`src/rtl/rtc_pkg.sv`:
```
package rtc_pkg;
  localparam int unsigned DW    = 16;
  localparam int unsigned CNT_W = 2 * DW;
  localparam int unsigned AW    = 3;

  typedef enum logic [AW-1:0] {
    A_CTRL  = 3'd0,
    A_STAT  = 3'd1,
    A_CNT_H = 3'd2,
    A_CNT_L = 3'd3,
    A_PSC_H = 3'd4,
    A_PSC_L = 3'd5,
    A_ALM_H = 3'd6,
    A_ALM_L = 3'd7
  } reg_addr_e;

  localparam int unsigned C_CFG = 0;
  localparam int unsigned C_AIE = 1;
  localparam int unsigned C_OIE = 2;
  localparam int unsigned S_AF  = 0;
  localparam int unsigned S_OF  = 1;
  localparam int unsigned S_SYN = 2;
  localparam int unsigned S_WD  = 3;
endpackage

```
`src/rtl/rtc_prescaler.sv`:
```
module rtc_prescaler #(
  parameter int unsigned PSC_W = 20
) (
  input  logic             clk_i,
  input  logic             rst_ni,
  input  logic             tick_en_i,
  input  logic             restart_i,
  input  logic [PSC_W-1:0] reload_i,
  output logic             tick_o
);
  logic [PSC_W-1:0] cnt_q;

  always_ff @(posedge clk_i or negedge rst_ni) begin
    if (!rst_ni)                          cnt_q <= '0;
    else if (restart_i)                   cnt_q <= reload_i;
    else if (tick_en_i && cnt_q == '0)    cnt_q <= reload_i;
    else if (tick_en_i)                   cnt_q <= cnt_q - 1'b1;
  end

  assign tick_o = tick_en_i && !restart_i && (cnt_q == '0);
endmodule

```
`src/rtl/rtc_counter.sv`:
```
module rtc_counter #(
  parameter int unsigned CNT_W = 32
) (
  input  logic             clk_i,
  input  logic             rst_ni,
  input  logic             tick_i,
  input  logic             load_i,
  input  logic [CNT_W-1:0] load_val_i,
  input  logic [CNT_W-1:0] alarm_i,
  output logic [CNT_W-1:0] cnt_o,
  output logic             alarm_hit_o,
  output logic             ovf_hit_o
);
  logic [CNT_W-1:0] cnt_q, cnt_inc;

  assign cnt_inc = cnt_q + 1'b1;

  always_ff @(posedge clk_i or negedge rst_ni) begin
    if (!rst_ni)     cnt_q <= '0;
    else if (load_i) cnt_q <= load_val_i;
    else if (tick_i) cnt_q <= cnt_inc;
  end

  // a commit load overrides the tick in the same cycle
  assign alarm_hit_o = tick_i && !load_i && (cnt_inc == alarm_i);
  assign ovf_hit_o   = tick_i && !load_i && (cnt_q == '1);
  assign cnt_o       = cnt_q;
endmodule

```
`src/rtl/rtc_regs.sv`:
```
module rtc_regs
  import rtc_pkg::*;
#(
  parameter int unsigned  PSC_W      = 20,
  parameter int unsigned  COMMIT_CYC = 3,
  parameter logic [PSC_W-1:0] PSC_RST = 20'h07FFF
) (
  input  logic             clk_i,
  input  logic             rst_ni,
  input  logic             we_i,
  input  logic [AW-1:0]    addr_i,
  input  logic [DW-1:0]    wdata_i,
  output logic [DW-1:0]    rdata_o,
  input  logic [CNT_W-1:0] cnt_i,
  input  logic             tick_i,
  input  logic             alarm_hit_i,
  input  logic             ovf_hit_i,
  output logic             load_o,
  output logic [CNT_W-1:0] load_val_o,
  output logic [PSC_W-1:0] reload_o,
  output logic [CNT_W-1:0] alarm_o,
  output logic             cfg_o,
  output logic             done_o,
  output logic             aie_o,
  output logic             oie_o,
  output logic             af_o,
  output logic             of_o
);
  localparam int unsigned BW     = $clog2(COMMIT_CYC + 1);
  localparam int unsigned PHI_W  = PSC_W - DW;

  reg_addr_e        addr;
  logic             cfg_q, aie_q, oie_q, af_q, of_q, syn_q;
  logic [BW-1:0]    busy_q;
  logic             busy, fire, start, enter, stage_we, ctrl_we, stat_we;
  logic [CNT_W-1:0] cnt_stg, alm_stg, alm_q;
  logic [PSC_W-1:0] psc_stg, psc_q;
  logic             d_cnt, d_psc, d_alm;

  assign addr     = reg_addr_e'(addr_i);
  assign busy     = (busy_q != '0);
  assign fire     = (busy_q == BW'(1));
  assign ctrl_we  = we_i && (addr == A_CTRL);
  assign stat_we  = we_i && (addr == A_STAT);
  assign start    = ctrl_we && !busy && cfg_q && !wdata_i[C_CFG];
  assign enter    = ctrl_we && !busy && !cfg_q && wdata_i[C_CFG];
  assign stage_we = we_i && cfg_q && !busy;

  always_ff @(posedge clk_i or negedge rst_ni) begin
    if (!rst_ni) begin
      cfg_q <= 1'b0; aie_q <= 1'b0; oie_q <= 1'b0;
    end else if (ctrl_we) begin
      aie_q <= wdata_i[C_AIE];
      oie_q <= wdata_i[C_OIE];
      if (!busy) cfg_q <= wdata_i[C_CFG];
    end
  end

  always_ff @(posedge clk_i or negedge rst_ni) begin
    if (!rst_ni)    busy_q <= '0;
    else if (start) busy_q <= BW'(COMMIT_CYC);
    else if (busy)  busy_q <= busy_q - 1'b1;
  end

  // staging: seeded from live values on entry so half-writes keep the other half
  always_ff @(posedge clk_i or negedge rst_ni) begin
    if (!rst_ni) begin
      cnt_stg <= '0; psc_stg <= PSC_RST; alm_stg <= '1;
      d_cnt <= 1'b0; d_psc <= 1'b0; d_alm <= 1'b0;
    end else if (enter) begin
      cnt_stg <= cnt_i; psc_stg <= psc_q; alm_stg <= alm_q;
      d_cnt <= 1'b0; d_psc <= 1'b0; d_alm <= 1'b0;
    end else if (fire) begin
      d_cnt <= 1'b0; d_psc <= 1'b0; d_alm <= 1'b0;
    end else if (stage_we) begin
      unique case (addr)
        A_CNT_H: begin cnt_stg[CNT_W-1:DW] <= wdata_i; d_cnt <= 1'b1; end
        A_CNT_L: begin cnt_stg[DW-1:0]     <= wdata_i; d_cnt <= 1'b1; end
        A_PSC_H: begin psc_stg[PSC_W-1:DW] <= wdata_i[PHI_W-1:0]; d_psc <= 1'b1; end
        A_PSC_L: begin psc_stg[DW-1:0]     <= wdata_i; d_psc <= 1'b1; end
        A_ALM_H: begin alm_stg[CNT_W-1:DW] <= wdata_i; d_alm <= 1'b1; end
        A_ALM_L: begin alm_stg[DW-1:0]     <= wdata_i; d_alm <= 1'b1; end
        default: ;
      endcase
    end
  end

  always_ff @(posedge clk_i or negedge rst_ni) begin
    if (!rst_ni) begin
      psc_q <= PSC_RST;
      alm_q <= '1;
    end else if (fire) begin
      if (d_psc) psc_q <= psc_stg;
      if (d_alm) alm_q <= alm_stg;
    end
  end

  // flags: hardware set wins over a software clear in the same cycle
  always_ff @(posedge clk_i or negedge rst_ni) begin
    if (!rst_ni) begin
      af_q <= 1'b0; of_q <= 1'b0; syn_q <= 1'b0;
    end else begin
      if (alarm_hit_i)                      af_q <= 1'b1;
      else if (stat_we && !wdata_i[S_AF])   af_q <= 1'b0;
      if (ovf_hit_i)                        of_q <= 1'b1;
      else if (stat_we && !wdata_i[S_OF])   of_q <= 1'b0;
      if (tick_i)                           syn_q <= 1'b1;
      else if (stat_we && !wdata_i[S_SYN])  syn_q <= 1'b0;
    end
  end

  always_comb begin
    rdata_o = '0;
    unique case (addr)
      A_CTRL: begin
        rdata_o[C_CFG] = cfg_q;
        rdata_o[C_AIE] = aie_q;
        rdata_o[C_OIE] = oie_q;
      end
      A_STAT: begin
        rdata_o[S_AF]  = af_q;
        rdata_o[S_OF]  = of_q;
        rdata_o[S_SYN] = syn_q;
        rdata_o[S_WD]  = !busy;
      end
      A_CNT_H: rdata_o = cnt_i[CNT_W-1:DW];
      A_CNT_L: rdata_o = cnt_i[DW-1:0];
      A_PSC_H: rdata_o = DW'(psc_q[PSC_W-1:DW]);
      A_PSC_L: rdata_o = psc_q[DW-1:0];
      default: rdata_o = '0;
    endcase
  end

  assign load_o     = fire && d_cnt;
  assign load_val_o = cnt_stg;
  assign reload_o   = (fire && d_psc) ? psc_stg : psc_q;
  assign alarm_o    = alm_q;
  assign cfg_o      = cfg_q;
  assign done_o     = !busy;
  assign aie_o      = aie_q;
  assign oie_o      = oie_q;
  assign af_o       = af_q;
  assign of_o       = of_q;
endmodule

```
`src/rtl/rtc_tick_counter.sv`:
```
module rtc_tick_counter
  import rtc_pkg::*;
#(
  parameter int unsigned PSC_W      = 20,
  parameter int unsigned COMMIT_CYC = 3
) (
  input  logic          clk_i,
  input  logic          rst_ni,
  input  logic          tick_en_i,
  input  logic          we_i,
  input  logic [AW-1:0] addr_i,
  input  logic [DW-1:0] wdata_i,
  output logic [DW-1:0] rdata_o,
  output logic          irq_o
);
  logic [CNT_W-1:0] cnt_w, alarm_w, load_val_w;
  logic [PSC_W-1:0] reload_w;
  logic tick_w, load_w, ahit_w, ohit_w;
  logic cfg_w, done_w, aie_w, oie_w, af_w, of_w;

  rtc_prescaler #(.PSC_W(PSC_W)) u_psc (
    .clk_i, .rst_ni, .tick_en_i,
    .restart_i(load_w), .reload_i(reload_w), .tick_o(tick_w)
  );

  rtc_counter #(.CNT_W(CNT_W)) u_cnt (
    .clk_i, .rst_ni, .tick_i(tick_w), .load_i(load_w),
    .load_val_i(load_val_w), .alarm_i(alarm_w), .cnt_o(cnt_w),
    .alarm_hit_o(ahit_w), .ovf_hit_o(ohit_w)
  );

  rtc_regs #(.PSC_W(PSC_W), .COMMIT_CYC(COMMIT_CYC)) u_regs (
    .clk_i, .rst_ni, .we_i, .addr_i, .wdata_i, .rdata_o,
    .cnt_i(cnt_w), .tick_i(tick_w), .alarm_hit_i(ahit_w), .ovf_hit_i(ohit_w),
    .load_o(load_w), .load_val_o(load_val_w), .reload_o(reload_w),
    .alarm_o(alarm_w), .cfg_o(cfg_w), .done_o(done_w), .aie_o(aie_w),
    .oie_o(oie_w), .af_o(af_w), .of_o(of_w)
  );

  assign irq_o = (af_w && aie_w) || (of_w && oie_w);
endmodule

```
`config.mk`:
```
export PLATFORM = sky130hd
export DESIGN_NAME = rtc_tick_counter
export DESIGN_NICKNAME = d
export VERILOG_FILES = /design/src/rtl/rtc_pkg.sv /design/src/rtl/rtc_prescaler.sv /design/src/rtl/rtc_counter.sv /design/src/rtl/rtc_regs.sv /design/src/rtl/rtc_tick_counter.sv
export SDC_FILE = /design/constraint.sdc
export NUM_CORES = 1
export LEC_CHECK = 0
export ABC_CLOCK_PERIOD_IN_PS = 7930
export BUFFER_PORTS_ARGS = -buffer_cell sky130_fd_sc_hd__buf_2
export CORE_ASPECT_RATIO = 0.9
export CORE_MARGIN = 3
export CORE_UTILIZATION = 50
export DETAILED_ROUTE_END_ITERATION = 10
export PLACE_DENSITY = 0.66
export REMOVE_ABC_BUFFERS = 1
export SYNTH_ARGS = -nofsm -noshare
export SYNTH_HDL_FRONTEND = slang
export SYNTH_HIERARCHICAL = 1
export SYNTH_SLANG_ARGS = --single-unit
export TNS_END_PERCENT = 20
```
`constraint.sdc`:
```
create_clock -name clk_i -period 7.93 [get_ports clk_i]
set_input_delay 1.586 -clock clk_i [delete_from_list [all_inputs] [get_ports clk_i]]
set_output_delay 1.586 -clock clk_i [all_outputs]
set_load 0.01 [all_outputs]
```
==> results.md <==
- Clock Tree Buf Depth: 2
- Critical path's top delay family: buffers and inverters
- Synth top area share: 22.7%
- Core area: 22600 um^2
- HP Class: flip-flop to flip-flop
- Critical Path Fanout Max: 37
- Leak pwr: 4.60 nW
- Setup bufs post-CTS: 0
- Layout cells sized above 1: 22.4%
- Final hold vios: 0
- RSZ-0062 raised after global routing: false
- Final nets: 1241
- Die Area: 25000 um^2
- Die Width: 166 um
- DRC viols: 0
- Final setup viols: 0
- Outcome: finished clean
- I/O pin count: 40
- Crit path DAT: 3480 ps
- Buf+Inv Stages, Crit Path: 2
- DP Area: 11800 um^2
- Iteration-0 DRC Markers: 1105
- Syn. warnings: 6
- Peak supply drop: 0.000235 V
- Routed Antenna Nets: 0
- GRT overflow: 0
- Kind of end point of the critical path: primary output
- Required time worst endpoint: 6340 ps
- Syn Inst Count: 1248
- Top-count cell post-synth: nand2_1
- Overall Global Routing Usage: 28.4%
- Clk sinks: 199
- Final wirelength: 35.4 mm
- Final Util: 54.8%
- Seq cells post-synth: 199
- Synth cell types: 85
- # hold bufs at CTS: 0
- Cell Area, Synth: 11600 um^2
- Number of global-route vias before repair: 9485
- TritonCTS clock tree: built
- Tot Pwr: 0.00466 W
- Std-Cell Rows: 52
- Worst Path Class, Setup: primary input to primary output
- CP Launch Type: primary input
- Post-synth EDFFs: 0
- Worst r2r src: u_psc/cnt_q[8]
- Max-cap violation count: 0
- Max Clock Skew: 16.3 ps
- H-tree lvl count: 4
- Routed len/inst: 23.3 um
- Syn_area_per_cell: 9.26 um^2
- Max_slew headroom: 26.3%
- Asr flop ratio synth: 100%
- Via-to-Cell Ratio: 6.56
- CP peak stage delay: 730 ps
- Total vias in the final route: 9993
- Clk root buf: clkbuf_16
- Fill cells: 1984
- Max-slew violations: 0
- CP Launch Point: addr_i[0]
- Cell Pwr Density: 377 nW/um^2
- Main synth FF type: dfrtp_1
- Clk Latency, worst-skew pair: 440 ps
- Diode count: 0
- Cts repair resizes: 0
- Area Overhead vs Synth: 7.06%
- Sequential area share after synthesis: 44.1%
- Global-route wire length before repair: 55.8 mm
- Pin count of the biggest net entering global routing: 89
- Post-synth top area cell: dfrtp_1
- Tmin final: 5070 ps
- Placer Congestion: 0.938
- Worst Hold Launch: u_regs/load_val_o[0]
- Actual slew at the worst max-slew pin: 1110 ps
- CP most frequent cell: buf_2
- Initial Util: 51.2%
- Final setup TNS: 0 ps
- Clock slew at reported path FFs: 80 ps
- CTS buffer count: 17
- DRT Pass-1 Iters: 5
- PortBufs: 39
- Final Cycle Share: 63.9%
- Antenna violations before repair: 0
- Synth area leaders: dfrtp_1 23%, dfstp_2 21%, o21ai_0 6.3%
- F_max: 0.197 GHz
- Slowest-stage cell, CP: and3b_1
- Crit path cell chain: buf_2 -> and3b_1 -> nand2_1 -> o21ai_0 -> buf_2
- Synth cell count leaders: 183 x nand2_1, 145 x o21ai_0, 105 x dfrtp_1
- Die height: 150 um
- DPL Wire Length: 22.6 mm
- Final instance area: 12400 um^2
## placed cells by master, fill, tap and decap left out, types with 4 or more instances in the layout
master       n
nor3_1     100
and3_1       8
nand4bb_1    5
mux2i_1     24
or4_1        5
a21oi_1      7
nand2_1    183
buf_2       38
buf_4       14
dfrtp_1    105
and4_1      18
xnor2_1     41
nand3_1     20
ha_1         5
a31oi_1     90
a22oi_1      4
clkbuf_16   17
o21ai_0    145
nor4_1      12
nor2_1      43
nand4_1     19
mux2_2      58
dfstp_2     94
inv_1       14
xor2_1      36
a21o_1       4
and2_1       4
nor4b_1      4
nand2b_1     5
## cell type report
cell class / instances / area (um^2) / share of cell area [%]
multi-input cells: 928 / 5930 / 48.0
flip-flops and latches: 199 / 5100 / 41.2
clock buffers: 18 / 439 / 3.55
well taps: 297 / 372 / 3.00
repair buffers: 53 / 309 / 2.50
clock inverters: 14 / 168 / 1.36
inverters: 14 / 52.6 / 0.425
## worst reg2reg max path, delay by kind of cell (launching register included)
family          cells  cell delay, ps
compound gates      1             170
flops               1             450
simple gates        9            2530
buf+inv             1             330
## logic make-up after synthesis
group / count (synthesis) / share of synthesized area, %
fa+ha+maj: 5 / 0.541
compound gates: 285 / 14.6
flops: 199 / 44.1
simple gates: 477 / 21.9
mux: 84 / 8.12
buf+inv: 121 / 4.83
xor+xnor: 77 / 5.84
## flip-flops by register name (all words and copies together) (netlist names), 2 cells and up
signal and flops:
u_cnt/cnt_o 32, u_regs/alarm_o 32, u_regs/alm_stg 32, u_regs/load_val_o 32, u_psc/cnt_q 20, u_regs/psc_q 20, u_regs/psc_stg 20, u_regs/busy_q 2
## per-layer routing
layer | up-vias | wire, um | GRT usage (%) | part of all wire (%)
met3 | 68 | 3000 | 4.67 | 8.5
met5 | - | 0 | 0 | 0
met1 | 4955 | 15200 | 40.6 | 43
li1 | 4453 | - | - | -
met4 | 0 | 1140 | 9.53 | 3.2
met2 | 517 | 16200 | 44.4 | 46
## power breakdown
group          total, W  internal (W)  leakage (nW)  switching [W]
logic           0.00156      0.000666          2.10       0.000898
registers       0.00219       0.00162          2.20       0.000570
clock network  0.000900      0.000483         0.293       0.000417
total           0.00466       0.00277          4.60        0.00189
## stage by stage
stage	hold slack, ps	setup slack, ps	cells
2_1_floorplan	444	3080	1141
3_3_place_gp	454	2900	1491
3_5_place_dp	463	2850	1491
4_1_cts	476	2850	1523
5_1_grt	505	2750	1523
6_report	477	2860	1523
## path summary, 6_finish.rpt
kind | endpoint | slack, ps | cells after the start
hold reg to reg | u_cnt/cnt_o[0] | 480 | 2
max in group asynchronous | u_cnt/cnt_o[30] | 5500 | 2
setup reg to reg | u_regs/af_o | 4390 | 11
min in group asynchronous | u_regs/load_val_o[6] | 1180 | 1
setup / recovery | rdata_o[13] | 2860 | 5
hold / removal | u_cnt/cnt_o[0] | 480 | 2
No activity file was read; power rests on OpenSTA's default activity.
